[src/rtl/prc_pkg.sv]
`timescale 1ns/1ps
package prc_pkg;

  typedef struct packed {
    logic priv_rd;
    logic priv_wr;
    logic user_rd;
    logic user_wr;
  } perm_rights_t;

  // Unlisted codes grant nothing.
  function automatic perm_rights_t decode_perm(input logic [3:0] code);
    perm_rights_t r;
    r = '0;
    unique case (code)
      4'b0001: r = '{priv_rd: 1'b1, priv_wr: 1'b1, user_rd: 1'b0, user_wr: 1'b0};
      4'b0010: r = '{priv_rd: 1'b1, priv_wr: 1'b1, user_rd: 1'b1, user_wr: 1'b0};
      4'b0011: r = '{priv_rd: 1'b1, priv_wr: 1'b1, user_rd: 1'b1, user_wr: 1'b1};
      4'b0101: r = '{priv_rd: 1'b1, priv_wr: 1'b0, user_rd: 1'b0, user_wr: 1'b0};
      4'b0110: r = '{priv_rd: 1'b1, priv_wr: 1'b0, user_rd: 1'b1, user_wr: 1'b0};
      default: r = '0;
    endcase
    return r;
  endfunction

endpackage

[src/rtl/prc_region_hit.sv]
`timescale 1ns/1ps
module prc_region_hit #(
  parameter int ADDR_W = 32,
  parameter int LSB    = 12,
  parameter int SZ_W   = 5
) (
  input  logic [ADDR_W-1:0]     addr,
  input  logic [ADDR_W-LSB-1:0] base,
  input  logic [SZ_W-1:0]       size_exp,
  input  logic                  enable,
  output logic                  hit
);
  logic mismatch;

  // Only bits above the size exponent take part in the compare.
  always_comb begin
    mismatch = 1'b0;
    for (int i = LSB; i < ADDR_W; i++) begin
      if ((i > int'(size_exp)) && (addr[i] != base[i-LSB])) mismatch = 1'b1;
    end
    hit = enable && !mismatch;
  end
endmodule

[src/rtl/prc_prio_pick.sv]
`timescale 1ns/1ps
module prc_prio_pick #(
  parameter int NUM   = 8,
  parameter int IDX_W = 3
) (
  input  logic [NUM-1:0]   hits,
  output logic             any_hit,
  output logic [IDX_W-1:0] win_idx
);
  // Later iterations override earlier ones: highest index wins.
  always_comb begin
    win_idx = '0;
    for (int i = 0; i < NUM; i++) begin
      if (hits[i]) win_idx = IDX_W'(i);
    end
    any_hit = |hits;
  end
endmodule

[src/rtl/prc_perm_eval.sv]
`timescale 1ns/1ps
module prc_perm_eval
  import prc_pkg::*;
#(
  parameter int AP_W = 4
) (
  input  logic [AP_W-1:0] code,
  input  logic            priv,
  input  logic            write,
  output logic            allow
);
  logic [3:0]   code4;
  perm_rights_t rights;

  generate
    if (AP_W == 2) begin : g_narrow
      assign code4 = {2'b00, code};
    end else begin : g_wide
      assign code4 = code[3:0];
    end
  endgenerate

  always_comb begin
    rights = decode_perm(code4);
    if (priv) allow = write ? rights.priv_wr : rights.priv_rd;
    else      allow = write ? rights.user_wr : rights.user_rd;
  end
endmodule

[src/rtl/prot_region_check.sv]
`timescale 1ns/1ps
module prot_region_check #(
  parameter int NUM    = 8,
  parameter int ADDR_W = 32,
  parameter int LSB    = 12,
  parameter int SZ_W   = 5,
  parameter int AP_W   = 4,
  localparam int BASE_W = ADDR_W - LSB,
  localparam int IDX_W  = (NUM > 1) ? $clog2(NUM) : 1
) (
  input  logic                   clk,
  input  logic                   rst_n,
  input  logic                   req_valid,
  output logic                   req_ready,
  input  logic [ADDR_W-1:0]      req_addr,
  input  logic                   req_write,
  input  logic                   req_fetch,
  input  logic                   req_priv,
  output logic                   rsp_valid,
  input  logic                   rsp_ready,
  output logic                   rsp_grant,
  output logic                   rsp_abort_fetch,
  output logic                   rsp_abort_data,
  output logic                   rsp_nohit,
  output logic [IDX_W-1:0]       rsp_region,
  output logic                   rsp_cacheable,
  output logic                   rsp_bufferable,
  input  logic [NUM*BASE_W-1:0]  cfg_base,
  input  logic [NUM*SZ_W-1:0]    cfg_size,
  input  logic [NUM-1:0]         cfg_enable,
  input  logic [NUM*AP_W-1:0]    cfg_iperm,
  input  logic [NUM*AP_W-1:0]    cfg_dperm,
  input  logic [NUM-1:0]         cfg_cacheable,
  input  logic [NUM-1:0]         cfg_bufferable
);
  logic [NUM-1:0]   hits;
  logic             any_hit;
  logic [IDX_W-1:0] win_idx;
  logic [AP_W-1:0]  win_code;
  logic             allow;
  logic             eff_write;
  logic             accept;

  generate
    for (genvar k = 0; k < NUM; k++) begin : g_region
      prc_region_hit #(.ADDR_W(ADDR_W), .LSB(LSB), .SZ_W(SZ_W)) u_hit (
        .addr     (req_addr),
        .base     (cfg_base[k*BASE_W +: BASE_W]),
        .size_exp (cfg_size[k*SZ_W +: SZ_W]),
        .enable   (cfg_enable[k]),
        .hit      (hits[k])
      );
    end
  endgenerate

  prc_prio_pick #(.NUM(NUM), .IDX_W(IDX_W)) u_pick (
    .hits    (hits),
    .any_hit (any_hit),
    .win_idx (win_idx)
  );

  always_comb begin
    win_code  = req_fetch ? cfg_iperm[win_idx*AP_W +: AP_W]
                          : cfg_dperm[win_idx*AP_W +: AP_W];
    eff_write = req_write && !req_fetch;
  end

  prc_perm_eval #(.AP_W(AP_W)) u_perm (
    .code  (win_code),
    .priv  (req_priv),
    .write (eff_write),
    .allow (allow)
  );

  assign req_ready = !rsp_valid || rsp_ready;
  assign accept    = req_valid && req_ready;

  always_ff @(posedge clk) begin
    if (!rst_n) begin
      rsp_valid       <= 1'b0;
      rsp_grant       <= 1'b0;
      rsp_abort_fetch <= 1'b0;
      rsp_abort_data  <= 1'b0;
      rsp_nohit       <= 1'b0;
      rsp_region      <= '0;
      rsp_cacheable   <= 1'b0;
      rsp_bufferable  <= 1'b0;
    end else if (accept) begin
      rsp_valid       <= 1'b1;
      rsp_grant       <= any_hit && allow;
      rsp_abort_fetch <= req_fetch && !(any_hit && allow);
      rsp_abort_data  <= !req_fetch && !(any_hit && allow);
      rsp_nohit       <= !any_hit;
      rsp_region      <= any_hit ? win_idx : '0;
      rsp_cacheable   <= any_hit && cfg_cacheable[win_idx];
      rsp_bufferable  <= any_hit && cfg_bufferable[win_idx];
    end else if (rsp_ready) begin
      rsp_valid       <= 1'b0;
    end
  end
endmodule

[config.mk]
export PLATFORM = sky130hd
export DESIGN_NAME = prot_region_check
export DESIGN_NICKNAME = d
export VERILOG_FILES = /design/src/rtl/prc_pkg.sv /design/src/rtl/prc_region_hit.sv /design/src/rtl/prc_prio_pick.sv /design/src/rtl/prc_perm_eval.sv /design/src/rtl/prot_region_check.sv
export SDC_FILE = /design/constraint.sdc
export NUM_CORES = 1
export LEC_CHECK = 0
export BUFFER_PORTS_ARGS = -buffer_cell sky130_fd_sc_hd__buf_2
export CORE_AREA = 2 2 133 135
export DETAILED_ROUTE_END_ITERATION = 10
export DIE_AREA = 0 0 135 137
export GPL_TIMING_DRIVEN = 0
export PLACE_DENSITY = 0.67
export SYNTH_ARGS = -nofsm -noshare
export SYNTH_HDL_FRONTEND = slang
export SYNTH_SLANG_ARGS = --single-unit
[constraint.sdc]
create_clock -name clk -period 5.75 [get_ports clk]
set_clock_uncertainty 0.05 [all_clocks]
set_input_delay 0.2875 -clock clk [delete_from_list [all_inputs] [get_ports clk]]
set_output_delay 0.2875 -clock clk [all_outputs]
set_load 0.05 [all_outputs]
Word-level counts from Yosys, hierarchy flattened
Index checks and enable logic that the tools add are counted.
{ "totals": {"reg_bits": 10, "in_bits": 327, "out_inout_bits": 11, "elab_cells": 705} }
{ "op_classes": {"n_lt_le_gt_ge": 161, "eq_ne": 165, "shift": 2, "muxes": 179, "n_reduce_logical": 190} }
{ "op_table": {"columns": ["operator", "count"], "rows": [
  ["$gt A5 B5 Y1 const A", 128],
  ["$logic_and A1 B1 Y1", 175],
  ["$mux W1", 168],
  ["$gt A4 B5 Y1 const A", 32],
  ["$ne A1 B1 Y1", 160],
  ["$shiftx A32 B6 Y4", 2],
  ["$pmux W4 S5", 1],
  ["$mux W3", 5],
  ["$logic_not A1 Y1", 12],
  ["$eq A4 B2 Y1 const B", 2],
  ["$eq A4 B3 Y1 const B", 2],
  ["$reduce_or A8 Y1", 1],
  ["$bmux W1 S3", 2],
  ["$eq A4 B1 Y1 const B", 1],
  ["$lt A3 B4 Y1 const B", 1],
  ["$mux W2", 2],
  ["$mux W4", 1],
  ["$reduce_bool A2 Y1", 1],
  ["$logic_or A1 B1 Y1", 1]
]} }

Longest topological paths before layout
Gate-level depths: netlist of the first run.
{ "logic_depth": {"ltp_word": 40, "ltp_mapped": 16} }

By module
From an unflattened synthesis of the first run, not the netlist that was laid out.
{ "hier_totals": {"cells_unflattened": 643, "area_unflattened_um2": 4606.9} }
{ "by_module_without_submodules": {"columns": ["module", "n_inst", "cells_each", "area_each_um2", "seq_area_each_um2"], "rows": [
  ["prc_region_hit", 8, 66, 430.4, 0.0],
  ["prot_region_check", 1, 99, 1062.3, 200.2],
  ["prc_prio_pick", 1, 12, 66.3, 0.0],
  ["prc_perm_eval", 1, 4, 35.0, 0.0]
]} }

Least setup slack after synthesis of the first run
No wires, ideal clock.
{ "synth_path": {"kind": "input to register", "from": "input port req_addr[18]", "to": "register rsp_grant", "setup_ps": 122, "t_arrival_ps": 3240, "required_time_ps": 5578, "path_slack_ps": 2338, "path_stages": 14, "path_buffers": 3, "path_cell_list": "buf_2 xor2_1 a2111oi_2 o2111ai_1 or4_4 a211oi_2 or2_1 buf_6 buf_4 mux2i_1 nor2_1 a221o_1 and3_4 o311a_1"} }
{ "synth_via": {"elab_chain_cells": 32} }
{ "synth_rtl": {"columns": ["element", "line", "source"], "rows": [
  ["start: declaration", "prot_region_check.sv:15", "input logic [ADDR_W-1:0] req_addr,"],
  ["$ne A1 B1 Y1", "prc_region_hit.sv:19", "if ((i > int'(size_exp)) && (addr[i] != base[i-LSB])) mismatch = 1'b1;"],
  ["$logic_and A1 B1 Y1", "prc_region_hit.sv:19", null],
  ["$mux W1 (14 in a row)", "prc_region_hit.sv:19", null],
  ["$logic_not A1 Y1", "prc_region_hit.sv:21", "hit = enable && !mismatch;"],
  ["$logic_and A1 B1 Y1", "prc_region_hit.sv:21", null],
  ["$mux W1", "prc_prio_pick.sv:14", "if (hits[i]) win_idx = IDX_W'(i);"],
  ["$mux W2 (2 in a row)", "prc_prio_pick.sv:14", null],
  ["$mux W3 (4 in a row)", "prc_prio_pick.sv:14", null],
  ["$shiftx A32 B6 Y4 (on tied branches)", "prot_region_check.sv:64, prot_region_check.sv:63", null],
  ["$mux W4", "prot_region_check.sv:63", "win_code = req_fetch ? cfg_iperm[win_idx*AP_W +: AP_W]"],
  ["$eq A4 B3 Y1, or another cell as far along", "prc_pkg.sv:15", "unique case (code)"],
  ["$pmux W4 S5", "prc_pkg.sv:15", null],
  ["$mux W1 (on tied branches)", "prc_perm_eval.sv:26, prc_perm_eval.sv:25", null],
  ["$mux W1", "prc_perm_eval.sv:25", "if (priv) allow = write ? rights.priv_wr : rights.priv_rd;"],
  ["$logic_and A1 B1 Y1 (*)", "prot_region_check.sv:90", "rsp_grant <= any_hit && allow;"],
  ["end signal: assignment", "prot_region_check.sv:90", null],
  ["end: declaration", "prot_region_check.sv:21", "output logic rsp_grant,"]
]} }
Every way passes the cells marked *; elsewhere a longest branch is shown, timed or not.
A chain may end at the register's enable or synchronous reset.

Worst setup path after layout of the first run
{ "layout_path": {"from": "input port req_addr[30]", "to": "register rsp_grant"} }
{ "layout_via": {"elab_chain_cells": 20} }
{ "layout_rtl": {"columns": ["element", "line"], "rows": [
  ["$ne A1 B1 Y1", "prc_region_hit.sv:19"],
  ["$logic_and A1 B1 Y1", "prc_region_hit.sv:19"],
  ["$mux W1 (2 in a row)", "prc_region_hit.sv:19"],
  ["$logic_not A1 Y1", "prc_region_hit.sv:21"],
  ["$logic_and A1 B1 Y1", "prc_region_hit.sv:21"],
  ["$mux W1", "prc_prio_pick.sv:14"],
  ["$mux W2 (2 in a row)", "prc_prio_pick.sv:14"],
  ["$mux W3 (4 in a row)", "prc_prio_pick.sv:14"],
  ["$shiftx A32 B6 Y4 (on tied branches)", "prot_region_check.sv:64, prot_region_check.sv:63"],
  ["$mux W4", "prot_region_check.sv:63"],
  ["$eq A4 B3 Y1, or another cell as far along", "prc_pkg.sv:15"],
  ["$pmux W4 S5", "prc_pkg.sv:15"],
  ["$mux W1 (on tied branches)", "prc_perm_eval.sv:26, prc_perm_eval.sv:25"],
  ["$mux W1", "prc_perm_eval.sv:25"],
  ["$logic_and A1 B1 Y1 (*)", "prot_region_check.sv:90"]
]} }
Marked as above.

==> flow_summary.json, run 1 <==
{
  "status": "completed",
  "yosysMostFrequentCell": "xnor2_1",
  "utilization_pct": 39.52,
  "syn_inst": 680,
  "intPower_uw": 400.9,
  "m1WireLength_um": 9472,
  "worst_r2r_path_depth": 5,
  "ys_ff_latch": 10,
  "drc": 0,
  "path_cells": "buf_2 > xnor2_1 > o211ai_1 > nor4_1 > a21oi_1 > nor4_1 > a211oi_2 > buf_4 > a2111oi_0 > a211oi_2 > nor4_1 > a211oi_1 > and3_4 > o311a_1",
  "pwr-share-clk_pct": 19.5,
  "yosysTopAreaCellShare_pct": 14.84,
  "gr-total-overflow": 0,
  "min_period_over_period_pct": 68.37,
  "power_frac_seq_pct": 10.4,
  "drt_first_pass_iters": 5,
  "cp.arrival_ps": 4000,
  "dpl.hpwl_um": 18860,
  "cp_max_fo": 10,
  "dp_cells": 1198,
  "ant_nets": 0,
  "cts_tree": "yes",
  "initial_core_util_pct": 28.72,
  "yosys.area.top_type": "xnor2_1",
  "drive_gt1_share_pct": 37.77,
  "wl_met3_um": 1914,
  "crit_required_ps": 5820,
  "die_h_um": 137,
  "p_per_area_mw_per_mm2": 104.3,
  "cts.sinks": 10,
  "path_clk_slew_ps": 40,
  "syn_nets": 1007,
  "syn_area_mm2": 0.004898,
  "drv_cap": 0,
  "whs_ps": 263.6,
  "finalCriticalPeriod_ps": 3931,
  "cts-root-buf": "clkbuf_16",
  "worstMarginPinSlew_ps": 782.1,
  "crit_type": "input pin to flop",
  "async_reset_ff_share_pct": 0,
  "rrSetupSlack_ps": 4290,
  "grt_pass1_vias": 5954,
  "synthFlopType": "dfxtp_1",
  "postCtsSetupBuffers": 0,
  "drt-initial-drc-count": 444,
  "setup_viol": 0,
  "path_common_cell": "nor4_1",
  "cp-start-kind": "input pin",
  "critPathMaxStageDelay_ps": 530,
  "cts_resized": 0,
  "gp_congestion": 0.9270,
  "p_comb_share_pct": 70.1,
  "rows": 48,
  "ys_types": 76,
  "die-area_mm2": 0.01850,
  "cts_max_level": 1,
  "slew_headroom_pct": 47.38,
  "ys_top_cells_by_count": "83 x xnor2_1, 77 x xor2_1, 49 x o21ai_0",
  "synth_edf_count": 0,
  "slew_viol_final": 0,
  "hp-class": "input pin to flop",
  "setup_tns_ps": 0,
  "avgSynthCellArea_um2": 7.204,
  "grt_max_degree": 11,
  "grt_setup_unrepaired": "no",
  "clockBufferDepth": 2,
  "hold_depth": 3,
  "instances_no_fill": 1204,
  "dr_wl_met2_um": 10960,
  "clk_latency_ps": 230,
  "wl_per_cell_um": 19.46,
  "cts_buffers": 3,
  "hold_viol": 0,
  "via_per_inst": 5.341,
  "vias": 6431,
  "grt.total_usage_pct": 23.29,
  "core-area_mm2": 0.01706,
  "swShare_pct": 42.99,
  "slowest_stage": "nor4_1",
  "io_buffers": 293,
  "antenna_found_initial": 2,
  "routed_wl_um": 23430,
  "vdd_drop_max_uv": 111.9,
  "hold_buffers": 0,
  "yosysWarnings": 0,
  "ys_seq_area_share_pct": 4.087,
  "fin_nets": 1305,
  "fill_cells": 1825,
  "ios": 338,
  "yosys-top-cells-area": "xnor2_1 15%, xor2_1 14%, mux2i_1 6.9%",
  "switching_power_uw": 302.3,
  "die_x_um": 135,
  "area_growth_pct": 37.60,
  "leakagePower_nw": 3.031,
  "fmaxAchievable_ghz": 0.2544,
  "grt_first_pass_wirelength_um": 32810,
  "top_layer_used": "met4",
  "endpoint_kind": "flop"
}
[placed cells by master (no fill, tap or decap), types with 4 or more instances in the layout]
| cell type | n |
|---|---|
| buf_2 | 325 |
| xnor2_1 | 83 |
| xor2_1 | 77 |
| o21ai_0 | 49 |
| nand2_1 | 43 |
| a21oi_1 | 43 |
| mux2i_1 | 34 |
| nor2_1 | 24 |
| clkbuf_1 | 18 |
| nand3_1 | 17 |
| a31oi_1 | 14 |
| inv_1 | 10 |
| dfxtp_1 | 10 |
| nand4_1 | 9 |
| and3_1 | 9 |
| nor4_1 | 9 |
| mux2_2 | 9 |
| nand2b_1 | 8 |
| nor2b_1 | 8 |
| o22ai_1 | 8 |
| a21o_1 | 8 |
| nor3_1 | 8 |
| o21a_1 | 7 |
| a22oi_1 | 7 |
| a221oi_1 | 7 |
| and2_1 | 7 |
| a211oi_1 | 7 |
| a21boi_0 | 6 |
| buf_6 | 5 |
| buf_4 | 5 |
| or2_2 | 5 |
| o21ai_1 | 5 |
| a2111oi_0 | 5 |
| o2111ai_1 | 4 |
| o211ai_1 | 4 |
| or4_1 | 4 |
| o32ai_1 | 4 |
| a211oi_2 | 4 |
[logic make-up (layout without fill, tap and decap cells)]
logic type	count (synthesis)	count (layout)	synth area share [%]
XOR/XNOR	160	160	28.61
other	0	2	0
multiplexers	43	43	9.017
buffers and inverters	73	370	7.637
adder cells (fa/ha/maj)	1	1	0.2044
AND/OR/NAND/NOR	165	165	17.80
AO/OA/AOI/OAI	228	228	32.64
flip-flops	10	10	4.087
[path summary, 6_finish.rpt]
kind / startpoint / to
worst max-delay path: req_addr[30] / rsp_grant
worst min-delay path: req_valid / rsp_valid
worst max register to register: rsp_valid / rsp_region[2]
worst min register to register: rsp_region[1] / rsp_region[1]
[flip-flops by register name (all words and copies together) (netlist names)]
name             flops
rsp_valid            1
rsp_cacheable        1
rsp_region           3
rsp_abort_fetch      1
rsp_grant            1
rsp_abort_data       1
rsp_nohit            1
rsp_bufferable       1
[critical path, delay by kind of cell]
| kind | cells | cell delay, ps |
|---|---|---|
| buffers and inverters | 2 | 460 |
| and+or+nand+nor | 4 | 1450 |
| AOI/OAI and AO/OA | 7 | 1390 |
| xor gates and xnor gates | 1 | 400 |
[power by group through the flow]
| stage | Sequential, mW | Combinational (mW) | Clock [mW] |
|---|---|---|---|
| finish | 0.0731 | 0.493 | 0.137 |
| global route | 0.0732 | 0.533 | 0.142 |
| CTS | 0.0731 | 0.487 | 0.138 |
| detailed placement | 0.0743 | 0.485 | 0 |
| global placement | 0.0742 | 0.484 | 0 |
| floorplan | 0.0824 | 0.280 | 0 |
[metal layers]
metal,GRT usage (%),vias up
met5,0,-
met4,9.780,0
met3,3.778,67
met2,41.26,372
met1,27.89,2892
li1,-,3100
[cell type report]
cell class | count | area [um^2] | share of cell area, %
Sequential cell | 10 | 200.2 | 2.970
Tap cell | 225 | 281.5 | 4.177
Buffer | 63 | 336.6 | 4.994
Multi-Input combinational cell | 597 | 4324 | 64.15
Clock buffer | 4 | 88.84 | 1.318
Inverter | 10 | 37.54 | 0.5569
Antenna cell | 2 | 5.005 | 0.07425
Timing Repair Buffer | 293 | 1466 | 21.76
[per-stage QoR]
stage / total power [mW] / worst slack (ps) / area [um^2]
after CTS: 0.6984 / 1802 / 6735
after global placement: 0.5583 / 1645 / 6646
after detailed placement: 0.5590 / 1568 / 6646
after global routing: 0.7477 / 1615 / 6738
after floorplan: 0.3621 / 2338 / 4898
final: 0.7032 / 1819 / 6740
No activity file was read; power rests on OpenSTA's default activity.
==> run 2, diff against run 1 <==
- ABC_AREA: not set -> 1
- PLACE_DENSITY: 0.67 -> 0.72
- clock period: 5.75 -> 3.3 ns (I/O delays scaled with it)
==> run 2 against run 1 <==
Compared with the run above: clock-buffer cell count fell by 1; cell area up 5.8%; combinational power is 76% higher; critical endpoint unchanged; largest cell class unchanged; highest routed layer unchanged.
==> flow_summary.json, run 2 <==
{
  "rows": 48,
  "leakagePower_nw": 3.851,
  "yosys-top-cells-area": "nand2_1 17%, xor2_1 13%, nor2_1 9.8%",
  "drive_gt1_share_pct": 30.13,
  "syn_nets": 1290,
  "antenna_found_initial": 1,
  "multi_input_area_mm2": 0.004469,
  "worstMarginPinSlew_ps": 655.7,
  "initial_core_util_pct": 30.81,
  "via_per_inst": 5.068,
  "die_x_um": 135,
  "finalCriticalPeriod_ps": 2599,
  "hold_buffers": 0,
  "cts.sinks": 10,
  "cts_resized": 0,
  "ios": 338,
  "slew_viol_final": 0,
  "routed_wl_um": 25250,
  "yosysTopAreaCellShare_pct": 17.36,
  "path_cells": "buf_2 > buf_2 > nor2_1 > nor2_1 > nand3_1 > nand2_1 > nor2_1 > nand3_1 > nor2_1 > nand2_1 > nand2_1 > nand2_1 > nand2_2 > nand2_4 > nand2_4 > buf_6 > o21ai_0 > nand3_1 > nand2_1 > nor2_1 > nand3_2 > nand3_1 > o211ai_1 > inv_1",
  "worst_r2r_path_depth": 6,
  "gp_congestion": 0.9795,
  "wl_per_cell_um": 16.89,
  "synthFlopType": "dfxtp_1",
  "syn_inst": 963,
  "area_growth_pct": 35.64,
  "final_common_cell": "buf_2",
  "cp.arrival_ps": 2730,
  "slew_headroom_pct": 56.29,
  "cp-start-kind": "input pin",
  "hp-class": "input pin to flop",
  "clk_latency_ps": 240,
  "clockBufferDepth": 2,
  "grt_max_degree": 11,
  "core-area_mm2": 0.01706,
  "fin_nets": 1597,
  "gr-total-overflow": 0,
  "utilization_pct": 41.79,
  "setup_viol": 0,
  "grt_pass1_vias": 6958,
  "path_buf_inv": 4,
  "largest_register_ffs": 3,
  "top_register": "rsp_region",
  "io_buffers": 302,
  "yosys.area.top_type": "nand2_1",
  "p_per_area_mw_per_mm2": 169.5,
  "die_h_um": 137,
  "drt-initial-drc-count": 529,
  "hold_viol": 0,
  "cts_max_level": 1,
  "vdd_drop_max_uv": 156.1,
  "grt_first_pass_wirelength_um": 36740,
  "ant_nets": 0,
  "yosysWarnings": 0,
  "async_reset_ff_share_pct": 0,
  "ys_ff_latch": 10,
  "cts-root-buf": "clkbuf_16",
  "postCtsSetupBuffers": 0,
  "grt.total_usage_pct": 25.69,
  "rrSetupSlack_ps": 1990,
  "hold_depth": 3,
  "yosysMostFrequentCell": "nand2_1",
  "die-area_mm2": 0.01850,
  "crit_family": "simple AND/OR/NAND/NOR gates",
  "endpoint_kind": "flop",
  "regArea_um2": 200.2,
  "vias": 7576,
  "ys_seq_area_share_pct": 3.810,
  "drt_first_pass_iters": 5,
  "grt_setup_unrepaired": "no",
  "syn_area_mm2": 0.005255,
  "drc": 0,
  "min_period_over_period_pct": 78.76,
  "r2r_start": "rsp_valid",
  "fill_cells": 1927,
  "final_cell_mix": "322 x buf_2, 243 x nand2_1, 137 x nor2_1, 87 x o21ai_0",
  "whs_ps": 161.3,
  "synth_edf_count": 0,
  "dpl.hpwl_um": 20520,
  "setup_tns_ps": 0,
  "avgSynthCellArea_um2": 5.457,
  "pre_cts_ws_ps": 457.7,
  "status": "completed",
  "ys_top_cells_by_count": "243 x nand2_1, 137 x nor2_1, 87 x o21ai_0",
  "crit_type": "input pin to flop",
  "cp_max_fo": 10,
  "fmaxAchievable_ghz": 0.3848,
  "slowest_stage": "buf_2",
  "min_from": "rst_n",
  "timing.final.ws_setup_ps": 701.0,
  "cts_tree": "yes",
  "critPathMaxStageDelay_ps": 250,
  "reg2reg_to": "rsp_region[2]",
  "path_clk_slew_ps": 40,
  "ys_types": 49,
  "hold_end": "rsp_grant",
  "drv_cap": 0,
  "crit_required_ps": 3430,
  "cts_buffers": 3
}
[run 2: cell types whose count changed in the layout (fill, tap and decap cells not counted), sizes merged, moves of 11 or more]
| cell | delta |
|---|---|
| nand2 | +210 |
| nor2 | +116 |
| inv | +77 |
| nand3 | +65 |
| o21ai | +38 |
| xnor2 | -37 |
| mux2i | -19 |
| a21oi | -17 |
| clkbuf | -14 |
| o211ai | +13 |
| a31oi | -12 |
| and3 | -11 |
[run 2: stage by stage]
stage	instance area (um^2)	std cells	total power, mW
2_1_floorplan	5255	963	0.6245
3_3_place_gp	7048	1490	0.9826
3_5_place_dp	7048	1490	0.9869
4_1_cts	7123	1493	1.201
5_1_grt	7126	1494	1.309
6_report	7128	1495	1.208
[run 2: cell families after synthesis]
family	share of synthesized area, %
and+or+nand+nor	43.14
AOI/OAI and AO/OA	18.05
buffers and inverters	11.14
xor gates and xnor gates	21.00
DFF	3.809
muxes	2.857
[run 2: worst max-delay path by stage]
| stage | from | end | slack [ps] | depth (start not counted) |
|---|---|---|---|---|
| detailed placement | req_addr[15] | rsp_grant | 460 | 24 |
| CTS | req_addr[15] | rsp_grant | 680 | 24 |
| global route | req_addr[15] | rsp_grant | 420 | 25 |
| finish | req_addr[15] | rsp_grant | 700 | 24 |
| floorplan | req_addr[28] | rsp_grant | 1100 | 21 |
| global placement | req_addr[15] | rsp_grant | 460 | 24 |
[run 2: tightest hold or removal path, delay by kind of cell]
kind                   cells  cell delay, ps
AO/OA/AOI/OAI              1              90
buffers and inverters      2             160
[run 2: metal layers]
metal / vias up / GRT usage (%) / routed length (um)
met2: 412 / 47.29 / 12360
met4: 0 / 9.086 / 923
met1: 3341 / 30.49 / 9709
li1: 3763 / - / -
met5: - / 0 / 0
met3: 60 / 3.370 / 2259
[run 2: area by class of cell]
class                           count  share of cell area [%]
Timing Repair Buffer              302                   21.20
Antenna cell                        2                 0.07021
Clock buffer                        3                   1.053
Inverter                           88                   4.634
Tap cell                          225                   3.949
Buffer                             40                   3.581
Multi-Input combinational cell    825                   62.70
Sequential cell                    10                   2.808
[run 2: report_power, final]
part | switching [mW] | leakage [nW] | internal (mW) | total [mW]
combinational | 0.501 | 3.73 | 0.366 | 0.867
clock | 0.0550 | 0.0370 | 0.157 | 0.212
sequential | 0.00236 | 0.0819 | 0.126 | 0.129
==> run 3, diff against run 2 <==
- PLACE_DENSITY: 0.72 -> 0.7
- clock period: 3.3 -> 2.6 ns (I/O delays scaled with it)
==> run 3 against run 2 <==
Compared with the run above: non-clock buffer count grew 4; core utilization rose by 0.69 points; wire length shrank 0.91%; first-iteration DRC count is 14% lower; worst hold slack lost 40 ps; sequential share of layout area is essentially flat; clock-buffer cell count unchanged; register-to-register slack got worse by 740 ps; via count decreased by 0.26%; clock power grew 27%; die area unchanged; critical endpoint unchanged.
==> flow_summary.json, run 3 (same netlist as run 2, synthesis figures left out) <==
{
  "finalCriticalPeriod_ps": 2388,
  "gr-total-overflow": 0,
  "fin_nets": 1601,
  "largest_register_ffs": 3,
  "hold_depth": 3,
  "gp_congestion": 0.9780,
  "worstMarginPinSlew_ps": 679.6,
  "endpoint_kind": "flop",
  "core-area_mm2": 0.01706,
  "drt-initial-drc-count": 456,
  "min_period_over_period_pct": 91.86,
  "rows": 48,
  "multi_input_area_mm2": 0.004504,
  "initial_core_util_pct": 30.81,
  "grt.total_usage_pct": 25.59,
  "setup_tns_ps": 0,
  "status": "completed",
  "cp-start-kind": "input pin",
  "crit_type": "input pin to flop",
  "routed_wl_um": 25020,
  "cts_max_level": 1,
  "whs_ps": 121.4,
  "die-area_mm2": 0.01850,
  "clockBufferDepth": 2,
  "path_clk_slew_ps": 40,
  "path_common_cell": "nand2_1",
  "area_growth_pct": 37.88,
  "slowest_stage": "or2_1",
  "fmaxAchievable_ghz": 0.4187,
  "cp.arrival_ps": 2470,
  "die_h_um": 137,
  "io_buffers": 302,
  "path_cells": "buf_6 > xor2_1 > or2_1 > nor2_1 > o211ai_1 > nand2_1 > nand2_1 > inv_1 > nand3_1 > and2_4 > a21oi_4 > buf_6 > nand3_2 > nand2_1 > nand2_1 > nand2_1 > nand2_1 > nand3_2 > nand3_1 > o211ai_1 > inv_1",
  "final_common_cell": "buf_2",
  "hp-class": "input pin to flop",
  "hold_viol": 0,
  "drv_cap": 0,
  "slew_viol_final": 0,
  "cts-root-buf": "clkbuf_16",
  "clk_latency_ps": 240,
  "vdd_drop_max_uv": 190.2,
  "antenna_found_initial": 1,
  "dpl.hpwl_um": 20370,
  "drive_gt1_share_pct": 31.21,
  "worst_r2r_path_depth": 6,
  "critPathMaxStageDelay_ps": 280,
  "vias": 7556,
  "final_cell_mix": "311 x buf_2, 241 x nand2_1, 133 x nor2_1, 87 x o21ai_0, 80 x xor2_1",
  "p_per_area_mw_per_mm2": 213.6,
  "cts_tree": "yes",
  "setup_viol": 0,
  "regArea_um2": 200.2,
  "p_total_mw": 1.548,
  "cts_buffers": 3,
  "top_register": "rsp_region",
  "crit_required_ps": 2680,
  "grt_first_pass_wirelength_um": 36360,
  "die_x_um": 135,
  "via_per_inst": 5.044,
  "stdcell_area_mm2": 0.007246,
  "slew_headroom_pct": 54.69,
  "ant_nets": 0,
  "drt_first_pass_iters": 5,
  "grt_pass1_vias": 7000,
  "leakagePower_nw": 3.886,
  "ios": 338,
  "fill_cells": 1921,
  "drc": 0,
  "grt_max_degree": 11,
  "hold_buffers": 0,
  "cts.sinks": 10,
  "cp_max_fo": 9,
  "dpl_cell_area_mm2": 0.007048,
  "wl_per_cell_um": 16.70
}
-- run 3: worst paths after layout --
kind	end	from	slack [ps]
max	rsp_grant	req_addr[30]	210
min	rsp_nohit	rst_n	120
max reg2reg	rsp_abort_data	rsp_valid	1250
min reg2reg	rsp_region[0]	rsp_region[0]	410
-- run 3: routing by layer --
layer  wire, um  track usage [%]  up-vias
met1       9765            29.88     3357
met2      12050            46.14      371
met4        979            10.59        2
li1           -                -     3769
met5         11                0        -
met3       2208            4.444       57
-- run 3: stage by stage --
step | cells | util (%) | setup WS, ps
after floorplan | 963 | - | 434.1
after global placement | 1490 | 41.32 | -185.5
after detailed placement | 1490 | 41.32 | -205.8
after CTS | 1493 | 41.76 | 31.30
after global routing | 1497 | 42.47 | -17.45
final | 1498 | 42.48 | 211.5
-- run 3: area by class of cell --
type	count	share of cell area (%)
timing repair buffer	306	21.45
inverter	88	4.559
sequential	10	2.763
multi-input combinational	825	62.17
antenna	1	0.03454
clock buffer	3	1.036
buffer	40	4.110
tap	225	3.885
-- run 3: where the power goes --
group          switching [mW]  leakage [nW]  internal (mW)
Combinational           0.642          3.77          0.473
Sequential            0.00289        0.0819          0.160
Clock                  0.0696        0.0370          0.199
-- run 3: worst max-delay path: cells and delay by family --
family                 cells  cell delay, ps
XOR/XNOR                   1             230
AND/OR/NAND/NOR           13            1360
AO/OA/AOI/OAI              3             360
buffers and inverters      4             400
-- run 3: what timing repair did --
action | 4_1_cts | 5_1_grt
resized for setup | 0 | 30
setup endpoints to repair | 0 | 5
setup buffers | 0 | 4
